--- config.mk ---
export PLATFORM = sky130hd
export DESIGN_NAME = rms_thresh_est
export DESIGN_NICKNAME = d
export VERILOG_FILES = /design/src/rtl/thr_est_pkg.sv /design/src/rtl/thr_sq_accum.sv /design/src/rtl/thr_win_ring.sv /design/src/rtl/thr_bisect_sqrt.sv /design/src/rtl/rms_thresh_est.sv
export SDC_FILE = /design/constraint.sdc
export NUM_CORES = 2
export LEC_CHECK = 0
export BUFFER_PORTS_ARGS = -buffer_cell sky130_fd_sc_hd__clkbuf_2
export CAP_MARGIN = 20
export CORE_ASPECT_RATIO = 1.2
export CORE_MARGIN = 5
export CORE_UTILIZATION = 40
export DETAILED_ROUTE_END_ITERATION = 7
export PLACE_DENSITY = 0.66
export SETUP_SLACK_MARGIN = 0.5
export SLEW_MARGIN = 40
export SYNTH_ARGS = -nofsm -noshare
export SYNTH_HDL_FRONTEND = slang
export SYNTH_SLANG_ARGS = --single-unit
--- constraint.sdc ---
create_clock -name clk_i -period 11.4 [get_ports clk_i]
set_input_delay 0.57 -clock clk_i [delete_from_list [all_inputs] [get_ports clk_i]]
set_output_delay 0.57 -clock clk_i [all_outputs]
set_load 0.02 [all_outputs]
--- src/rtl/thr_est_pkg.sv ---
package thr_est_pkg;
  localparam int unsigned RING_SLOTS = 4;

  function automatic int unsigned half_up(input int unsigned w);
    return (w + 1) / 2;
  endfunction
endpackage

--- src/rtl/thr_sq_accum.sv ---
module thr_sq_accum #(
  parameter int unsigned DATA_W  = 16,
  parameter int unsigned BLK_LEN = 8,
  parameter int unsigned ACC_W   = 35
) (
  input  logic              clk_i,
  input  logic              rst_ni,
  input  logic              vld_i,
  input  logic [DATA_W-1:0] data_i,
  output logic              blk_vld_o,
  output logic [ACC_W-1:0]  blk_sum_o
);
  localparam int unsigned CNT_W = (BLK_LEN > 1) ? $clog2(BLK_LEN) : 1;
  localparam int unsigned SQ_W  = 2 * DATA_W;

  logic signed [SQ_W-1:0] sq_s;
  logic [ACC_W-1:0]       sq_u, acc_q, sum_q;
  logic [CNT_W-1:0]       cnt_q;
  logic                   last, bv_q;

  assign sq_s = $signed(data_i) * $signed(data_i);
  assign sq_u = {{(ACC_W-SQ_W){1'b0}}, sq_s};
  assign last = (cnt_q == CNT_W'(BLK_LEN - 1));

  always_ff @(posedge clk_i or negedge rst_ni) begin
    if (!rst_ni) begin
      acc_q <= '0;
      sum_q <= '0;
      cnt_q <= '0;
      bv_q  <= 1'b0;
    end else begin
      bv_q <= 1'b0;
      if (vld_i) begin
        if (last) begin
          sum_q <= acc_q + sq_u;
          acc_q <= '0;
          cnt_q <= '0;
          bv_q  <= 1'b1;
        end else begin
          acc_q <= acc_q + sq_u;
          cnt_q <= cnt_q + 1'b1;
        end
      end
    end
  end

  assign blk_vld_o = bv_q;
  assign blk_sum_o = sum_q;

  // accumulator restarts whenever a block closes
  p_acc_restart_r3: assert property (@(posedge clk_i) disable iff (!rst_ni)
    bv_q |-> (acc_q == '0 && cnt_q == '0));
  // squares never decrease the running sum
  p_acc_mono_r2: assert property (@(posedge clk_i) disable iff (!rst_ni)
    (vld_i && !last) |=> (acc_q >= $past(acc_q)));
endmodule

--- src/rtl/thr_win_ring.sv ---
module thr_win_ring #(
  parameter int unsigned ACC_W   = 35,
  parameter int unsigned NUM_BLK = 4,
  parameter int unsigned SUM_W   = 37
) (
  input  logic             clk_i,
  input  logic             rst_ni,
  input  logic             blk_vld_i,
  input  logic [ACC_W-1:0] blk_sum_i,
  output logic             win_vld_o,
  output logic [SUM_W-1:0] win_sum_o,
  output logic             full_o
);
  localparam int unsigned WP_W   = (NUM_BLK > 1) ? $clog2(NUM_BLK) : 1;
  localparam int unsigned FILL_W = $clog2(NUM_BLK + 1);

  logic [ACC_W-1:0]  slot_w [NUM_BLK];
  logic [WP_W-1:0]   wp_q;
  logic [FILL_W-1:0] fill_q;
  logic              go_q, wv_q;
  logic [SUM_W-1:0]  tot, ws_q;

  for (genvar g = 0; g < NUM_BLK; g++) begin : g_slot
    logic [ACC_W-1:0] q;
    always_ff @(posedge clk_i or negedge rst_ni) begin
      if (!rst_ni)                                  q <= '0;
      else if (blk_vld_i && wp_q == WP_W'(g))       q <= blk_sum_i;
    end
    assign slot_w[g] = q;
  end

  always_comb begin
    tot = '0;
    for (int i = 0; i < NUM_BLK; i++) tot = tot + SUM_W'(slot_w[i]);
  end

  always_ff @(posedge clk_i or negedge rst_ni) begin
    if (!rst_ni) begin
      wp_q   <= '0;
      fill_q <= '0;
      go_q   <= 1'b0;
      wv_q   <= 1'b0;
      ws_q   <= '0;
    end else begin
      go_q <= blk_vld_i;
      wv_q <= go_q;
      if (go_q) ws_q <= tot;
      if (blk_vld_i) begin
        wp_q <= (wp_q == WP_W'(NUM_BLK - 1)) ? '0 : wp_q + 1'b1;
        if (fill_q != FILL_W'(NUM_BLK)) fill_q <= fill_q + 1'b1;
      end
    end
  end

  assign win_vld_o = wv_q;
  assign win_sum_o = ws_q;
  assign full_o    = (fill_q == FILL_W'(NUM_BLK));

  p_fill_cap_r8: assert property (@(posedge clk_i) disable iff (!rst_ni)
    fill_q <= FILL_W'(NUM_BLK));
  p_wp_adv_r3: assert property (@(posedge clk_i) disable iff (!rst_ni)
    blk_vld_i |=> (wp_q != $past(wp_q)));
endmodule

--- src/rtl/thr_bisect_sqrt.sv ---
module thr_bisect_sqrt #(
  parameter int unsigned IN_W = 37,
  parameter int unsigned RT_W = 19
) (
  input  logic            clk_i,
  input  logic            rst_ni,
  input  logic            start_i,
  input  logic [IN_W-1:0] val_i,
  output logic            done_o,
  output logic [RT_W-1:0] root_o
);
  localparam int unsigned IT_W = $clog2(RT_W + 1);
  localparam int unsigned SQ_W = 2 * (RT_W + 1);

  logic [RT_W:0]   lo_q, hi_q, mid;
  logic [RT_W+1:0] mid_sum;
  logic [SQ_W-1:0] mid_sq, tgt_x;
  logic [IN_W-1:0] tgt_q;
  logic [IT_W-1:0] it_q;
  logic            busy_q, done_q;

  assign mid_sum = {1'b0, lo_q} + {1'b0, hi_q};
  assign mid     = mid_sum[RT_W+1:1];
  assign mid_sq  = SQ_W'(mid) * SQ_W'(mid);
  assign tgt_x   = SQ_W'(tgt_q);

  always_ff @(posedge clk_i or negedge rst_ni) begin
    if (!rst_ni) begin
      lo_q   <= '0;
      hi_q   <= '0;
      tgt_q  <= '0;
      it_q   <= '0;
      busy_q <= 1'b0;
      done_q <= 1'b0;
    end else begin
      done_q <= 1'b0;
      if (start_i) begin
        lo_q   <= '0;
        hi_q   <= {1'b1, {RT_W{1'b0}}};
        tgt_q  <= val_i;
        it_q   <= '0;
        busy_q <= 1'b1;
      end else if (busy_q) begin
        if (mid_sq <= tgt_x) lo_q <= mid;
        else                 hi_q <= mid;
        it_q <= it_q + 1'b1;
        if (it_q == IT_W'(RT_W - 1)) begin
          busy_q <= 1'b0;
          done_q <= 1'b1;
        end
      end
    end
  end

  assign done_o = done_q;
  assign root_o = lo_q[RT_W-1:0];

  p_root_exact_r5: assert property (@(posedge clk_i) disable iff (!rst_ni)
    done_q |-> ((SQ_W'(lo_q) * SQ_W'(lo_q) <= tgt_x) &&
                ((SQ_W'(lo_q) + 1) * (SQ_W'(lo_q) + 1) > tgt_x)));
  p_start_idle_r7: assert property (@(posedge clk_i) disable iff (!rst_ni)
    start_i |-> !busy_q);
endmodule

--- src/rtl/rms_thresh_est.sv ---
module rms_thresh_est
  import thr_est_pkg::*;
#(
  parameter int unsigned DATA_W     = 16,
  parameter int unsigned BLK_LEN    = 8,
  parameter int unsigned INV_FRAC   = 16,
  parameter int unsigned INV_K      = 2114,
  parameter int unsigned GAIN_INT_W = 4,
  parameter int unsigned GAIN_FRAC  = 8,
  parameter int unsigned GAIN_K     = 674,
  localparam int unsigned ACC_W     = 2 * DATA_W + $clog2(BLK_LEN),
  localparam int unsigned SUM_W     = ACC_W + $clog2(RING_SLOTS),
  localparam int unsigned TGT_W     = SUM_W,
  localparam int unsigned RT_W      = half_up(TGT_W),
  localparam int unsigned THR_W     = RT_W + GAIN_INT_W
) (
  input  logic              clk_i,
  input  logic              rst_ni,
  input  logic              smp_vld_i,
  input  logic [DATA_W-1:0] smp_i,
  output logic [THR_W-1:0]  thr_o,
  output logic              thr_upd_o,
  output logic              thr_vld_o
);
  localparam int unsigned GK_W = GAIN_INT_W + GAIN_FRAC;
  localparam int unsigned TP_W = SUM_W + INV_FRAC;
  localparam int unsigned GP_W = RT_W + GK_W;

  logic             blk_vld, win_vld, full, go_q, rt_done;
  logic [ACC_W-1:0] blk_sum;
  logic [SUM_W-1:0] win_sum;
  logic [TP_W-1:0]  tprod;
  logic [TGT_W-1:0] tgt_q;
  logic [RT_W-1:0]  root;
  logic [GP_W-1:0]  gprod;
  logic [THR_W-1:0] thr_q;
  logic             upd_q, vld_q;

  thr_sq_accum #(.DATA_W(DATA_W), .BLK_LEN(BLK_LEN), .ACC_W(ACC_W)) u_acc (
    .clk_i, .rst_ni, .vld_i(smp_vld_i), .data_i(smp_i),
    .blk_vld_o(blk_vld), .blk_sum_o(blk_sum));

  thr_win_ring #(.ACC_W(ACC_W), .NUM_BLK(RING_SLOTS), .SUM_W(SUM_W)) u_ring (
    .clk_i, .rst_ni, .blk_vld_i(blk_vld), .blk_sum_i(blk_sum),
    .win_vld_o(win_vld), .win_sum_o(win_sum), .full_o(full));

  assign tprod = TP_W'(win_sum) * TP_W'(INV_K);

  always_ff @(posedge clk_i or negedge rst_ni) begin
    if (!rst_ni) begin
      tgt_q <= '0;
      go_q  <= 1'b0;
    end else begin
      go_q <= win_vld;
      if (win_vld) tgt_q <= tprod[INV_FRAC +: TGT_W];
    end
  end

  thr_bisect_sqrt #(.IN_W(TGT_W), .RT_W(RT_W)) u_sqrt (
    .clk_i, .rst_ni, .start_i(go_q), .val_i(tgt_q),
    .done_o(rt_done), .root_o(root));

  assign gprod = GP_W'(root) * GP_W'(GAIN_K);

  always_ff @(posedge clk_i or negedge rst_ni) begin
    if (!rst_ni) begin
      thr_q <= '0;
      upd_q <= 1'b0;
      vld_q <= 1'b0;
    end else begin
      upd_q <= rt_done;
      if (rt_done) begin
        thr_q <= gprod[GAIN_FRAC +: THR_W];
        if (full) vld_q <= 1'b1;
      end
    end
  end

  assign thr_o     = thr_q;
  assign thr_upd_o = upd_q;
  assign thr_vld_o = vld_q;

  p_upd_pulse_r7: assert property (@(posedge clk_i) disable iff (!rst_ni)
    upd_q |=> !upd_q);
  p_vld_sticky_r8: assert property (@(posedge clk_i) disable iff (!rst_ni)
    vld_q |=> vld_q);
  p_thr_hold_r9: assert property (@(posedge clk_i) disable iff (!rst_ni)
    (thr_q != $past(thr_q)) |-> upd_q);
  p_vld_full_r8: assert property (@(posedge clk_i) disable iff (!rst_ni)
    $rose(vld_q) |-> (upd_q && full));
endmodule

==> flow_summary.ini <==
[clock_tree]
clock-sinks = 395
clock-root-buffer = clkbuf_16
cts_tree = yes
clock_path_buffers = 3
ctsHtreeMaxLevel = 2
clk_pin_slew_ns = 0.06
cts_made_buffers = 46
clock_latency_ns = 0.60

[sta]
finClkSkew_ns = 0.0427
setup_viol = 0
rsz0062_at_grt = yes
slew_headroom = 0.471
setup_ws_ns = 0.483
hold_violations = 0
tightest_slew_ns = 0.783
finalCritPeriodShare = 0.958
slew_viol_final = 0
fin_crit_ns = 10.92
fmax_mhz = 91.6

[hold_path]
min_path_type = input pin to flop

[logic_synthesis]
yosys_warnings = 0
synth_area_mm2 = 0.0484
synth-async-reset-ratio = 1.00
syn_avg_cell_area_um2 = 9.57
ys.flop_type = dfrtp_1
synth_cell_types = 88
synthCells = 5056
ys_seq_area_frac = 0.204
synth_seq_cells = 395
synth-edff-count = 0

[global_route]
antenna_found_initial = 1
grt_pass1_vias = 36600
grt_overflow = 0
grt_pass1_wl_mm = 180
track_usage = 0.168
grt_max_degree = 87

[cells_and_area]
area_delta_synth_final_pct = 11.0
diodes = 0
multi_input_area_mm2 = 0.0344
nNetsFinal = 6415
n_fill_cell = 11400
layout-drive-gt1-share = 0.115
final_core_util = 0.448
instances_no_fill = 6761
register_area_mm2 = 0.00989

[placement]
port_buffers = 41
place_ws_ns = -0.159
placed_cells = 6641
hpwl_mm = 86.9
place.gp.congestion = 0.922

[die]
die_x_um = 328
design.core.area_mm2 = 0.120
rows = 139
fp.dieH_um = 391
num_io_pins = 44
start_util = 0.403
die_area_mm2 = 0.128

[worst_setup_path]
worst_path_most_repeated_cell = fa_1
crit_required_ns = 11.93
critPathLaunchType = flop
cp-end-kind = flop
slowest_stage = fa_1
max_stage_delay_ns = 0.55
path_class = flop to flop
cp.arrival_ns = 11.45
worst-path-max-fanout = 9

[run_status]
status = finished, final reports clean

[route]
wirelength_mm = 105
vias_per_cell = 5.02
drt-initial-drc-count = 1241
via_count = 33900
detail_route.first_pass.iterations = 7
post_drt_wl_per_cell_um = 15.6
drc = 0
ant_nets = 0

[job]
maxCapViolCount = 0
-- Yosys cell counts, drive strengths merged, types with 12 or more instances --
| cell type | n | area share |
|---|---|---|
| inv | 1137 | 0.088 |
| a22o | 21 | 0.0038 |
| or3 | 24 | 0.0031 |
| nand2b | 44 | 0.0057 |
| a211oi | 28 | 0.0044 |
| ha | 611 | 0.16 |
| buf | 13 | 0.0014 |
| a21oi | 200 | 0.021 |
| o21a | 45 | 0.0070 |
| o21ai | 193 | 0.020 |
| o2bb2ai | 27 | 0.0049 |
| nor2b | 31 | 0.0040 |
| nor2 | 268 | 0.021 |
| xor2 | 78 | 0.014 |
| o21bai | 23 | 0.0036 |
| nand3 | 38 | 0.0039 |
| dfrtp | 395 | 0.20 |
| clkbuf | 99 | 0.0077 |
| nand2 | 366 | 0.028 |
| nor3 | 48 | 0.0053 |
| nand4 | 22 | 0.0028 |
| a211o | 12 | 0.0022 |
| o31ai | 18 | 0.0031 |
| a31oi | 17 | 0.0025 |
| a21o | 101 | 0.016 |
| mux2 | 197 | 0.046 |
| or2 | 14 | 0.0018 |
| o211ai | 14 | 0.0023 |
| mux2i | 28 | 0.0058 |
| and3 | 21 | 0.0027 |
| and2 | 58 | 0.0075 |
| xnor2 | 136 | 0.025 |
| fa | 612 | 0.25 |
-- state kept, by name, indices dropped and copies added, names as in the netlist, 2 cells and up --
name              cells
u_acc.cnt_q           3
u_ring.win_sum_o     37
u_sqrt.it_q           5
u_ring.g_slot.q     140
u_sqrt.lo_q          20
u_sqrt.hi_q          20
thr_o                21
u_ring.wp_q           2
u_sqrt.tgt_q         33
tgt_q                33
u_acc.blk_sum_o      35
u_acc.acc_q          35
u_ring.fill_q         3
-- cells by family (layout without fill, tap and decap cells) --
kind of cell,after synthesis,in the layout,synth area share
compound gates,781,781,0.106
xor+xnor,214,214,0.0389
fa+ha+maj,1223,1223,0.411
buf+inv,1252,1405,0.0975
flops,395,395,0.204
mux,225,225,0.0516
other cells,1,2,0.0000775
simple gates,965,965,0.0910
-- through the flow --
| step | TNS (ns) | hold slack (ns) | area, um2 |
|---|---|---|---|
| floorplan | 0 | 0.274 | 48500 |
| global placement | -0.882 | 0.464 | 51000 |
| detailed placement | -4.15 | 0.472 | 51100 |
| CTS | 0 | 0.462 | 53000 |
| global route | 0 | 0.495 | 53700 |
| finish | 0 | 0.473 | 53700 |
-- cell usage in the layout, fill, tap and decap left out, drive strengths merged, types with 24 or more instances in the layout --
| master | netlist | routed |
|---|---|---|
| xnor2 | 136 | 136 |
| dfrtp | 395 | 395 |
| ha | 611 | 611 |
| a211oi | 28 | 28 |
| o21a | 45 | 45 |
| inv | 1137 | 1138 |
| a21o | 101 | 101 |
| buf | 13 | 137 |
| mux2i | 28 | 28 |
| nor2 | 268 | 268 |
| nand2b | 44 | 44 |
| o21ai | 193 | 193 |
| nor2b | 31 | 31 |
| xor2 | 78 | 78 |
| clkbuf | 99 | 101 |
| a21oi | 200 | 200 |
| and2 | 58 | 58 |
| or3 | 24 | 24 |
| mux2 | 197 | 197 |
| o2bb2ai | 27 | 27 |
| fa | 612 | 612 |
| nand2 | 366 | 366 |
| nor3 | 48 | 48 |
| nand3 | 38 | 38 |
-- worst paths after layout --
check | startpoint | to | slack (ns) | depth (start not counted)
hold reg to reg | thr_vld_o$_DFFE_PN0P_ | thr_vld_o$_DFFE_PN0P_ | 0.48 | 1
hold / removal | smp_vld_i | u_acc.acc_q[31]$_DFFE_PN0P_ | 0.47 | 2
setup reg to reg | u_sqrt.hi_q[4]$_DFFE_PN0P_ | u_sqrt.lo_q[16]$_DFFE_PN0P_ | 0.48 | 43
max in group asynchronous | rst_ni | go_q$_DFF_PN0_ | 9.29 | 5
min in group asynchronous | rst_ni | thr_o[19]$_DFFE_PN0P_ | 0.57 | 2
setup / recovery | u_sqrt.hi_q[4]$_DFFE_PN0P_ | u_sqrt.lo_q[16]$_DFFE_PN0P_ | 0.48 | 43
-- worst max-delay path: cells and delay by family (launching register included) --
kind / cells / cell delay [ns]
AOI/OAI and AO/OA: 13 / 2.47
xor gates and xnor gates: 2 / 0.47
adders and majority gates: 10 / 4.07
buffers and inverters: 8 / 1.19
DFF: 1 / 0.41
and+or+nand+nor: 10 / 2.21
-- final cells by class --
cell class / count / area share
multi-input cells: 3410 / 0.641
flip-flops and latches: 395 / 0.184
inverters: 1140 / 0.0798
well taps: 1551 / 0.0361
repair buffers: 180 / 0.0272
clock buffers: 59 / 0.0248
clock inverters: 26 / 0.00701
-- repair_timing --
| item | CTS | global route |
|---|---|---|
| gates cloned | 0 | 3 |
| hold buffers | 1 | 0 |
| resized for setup | 27 | 103 |
| hold endpoints to repair | 61 | 0 |
| pin swaps | 11 | 101 |
| buffers inserted | 2 | 29 |
| endpoints found under the setup margin | 40 | 40 |
-- metal layers --
layer | global-route usage | vias to the layer above | share of wire | wire [um]
met5 | 0 | - | 0.00012 | 13
met4 | 0.0603 | 2 | 0.042 | 4480
li1 | - | 16500 | - | -
met1 | 0.200 | 16700 | 0.41 | 43000
met2 | 0.314 | 532 | 0.52 | 54700
met3 | 0.0165 | 233 | 0.030 | 3110
Power is left out: the tool's default activity adds up to more than one toggle a clock period on the data nets, which glitch-free logic cannot reach.
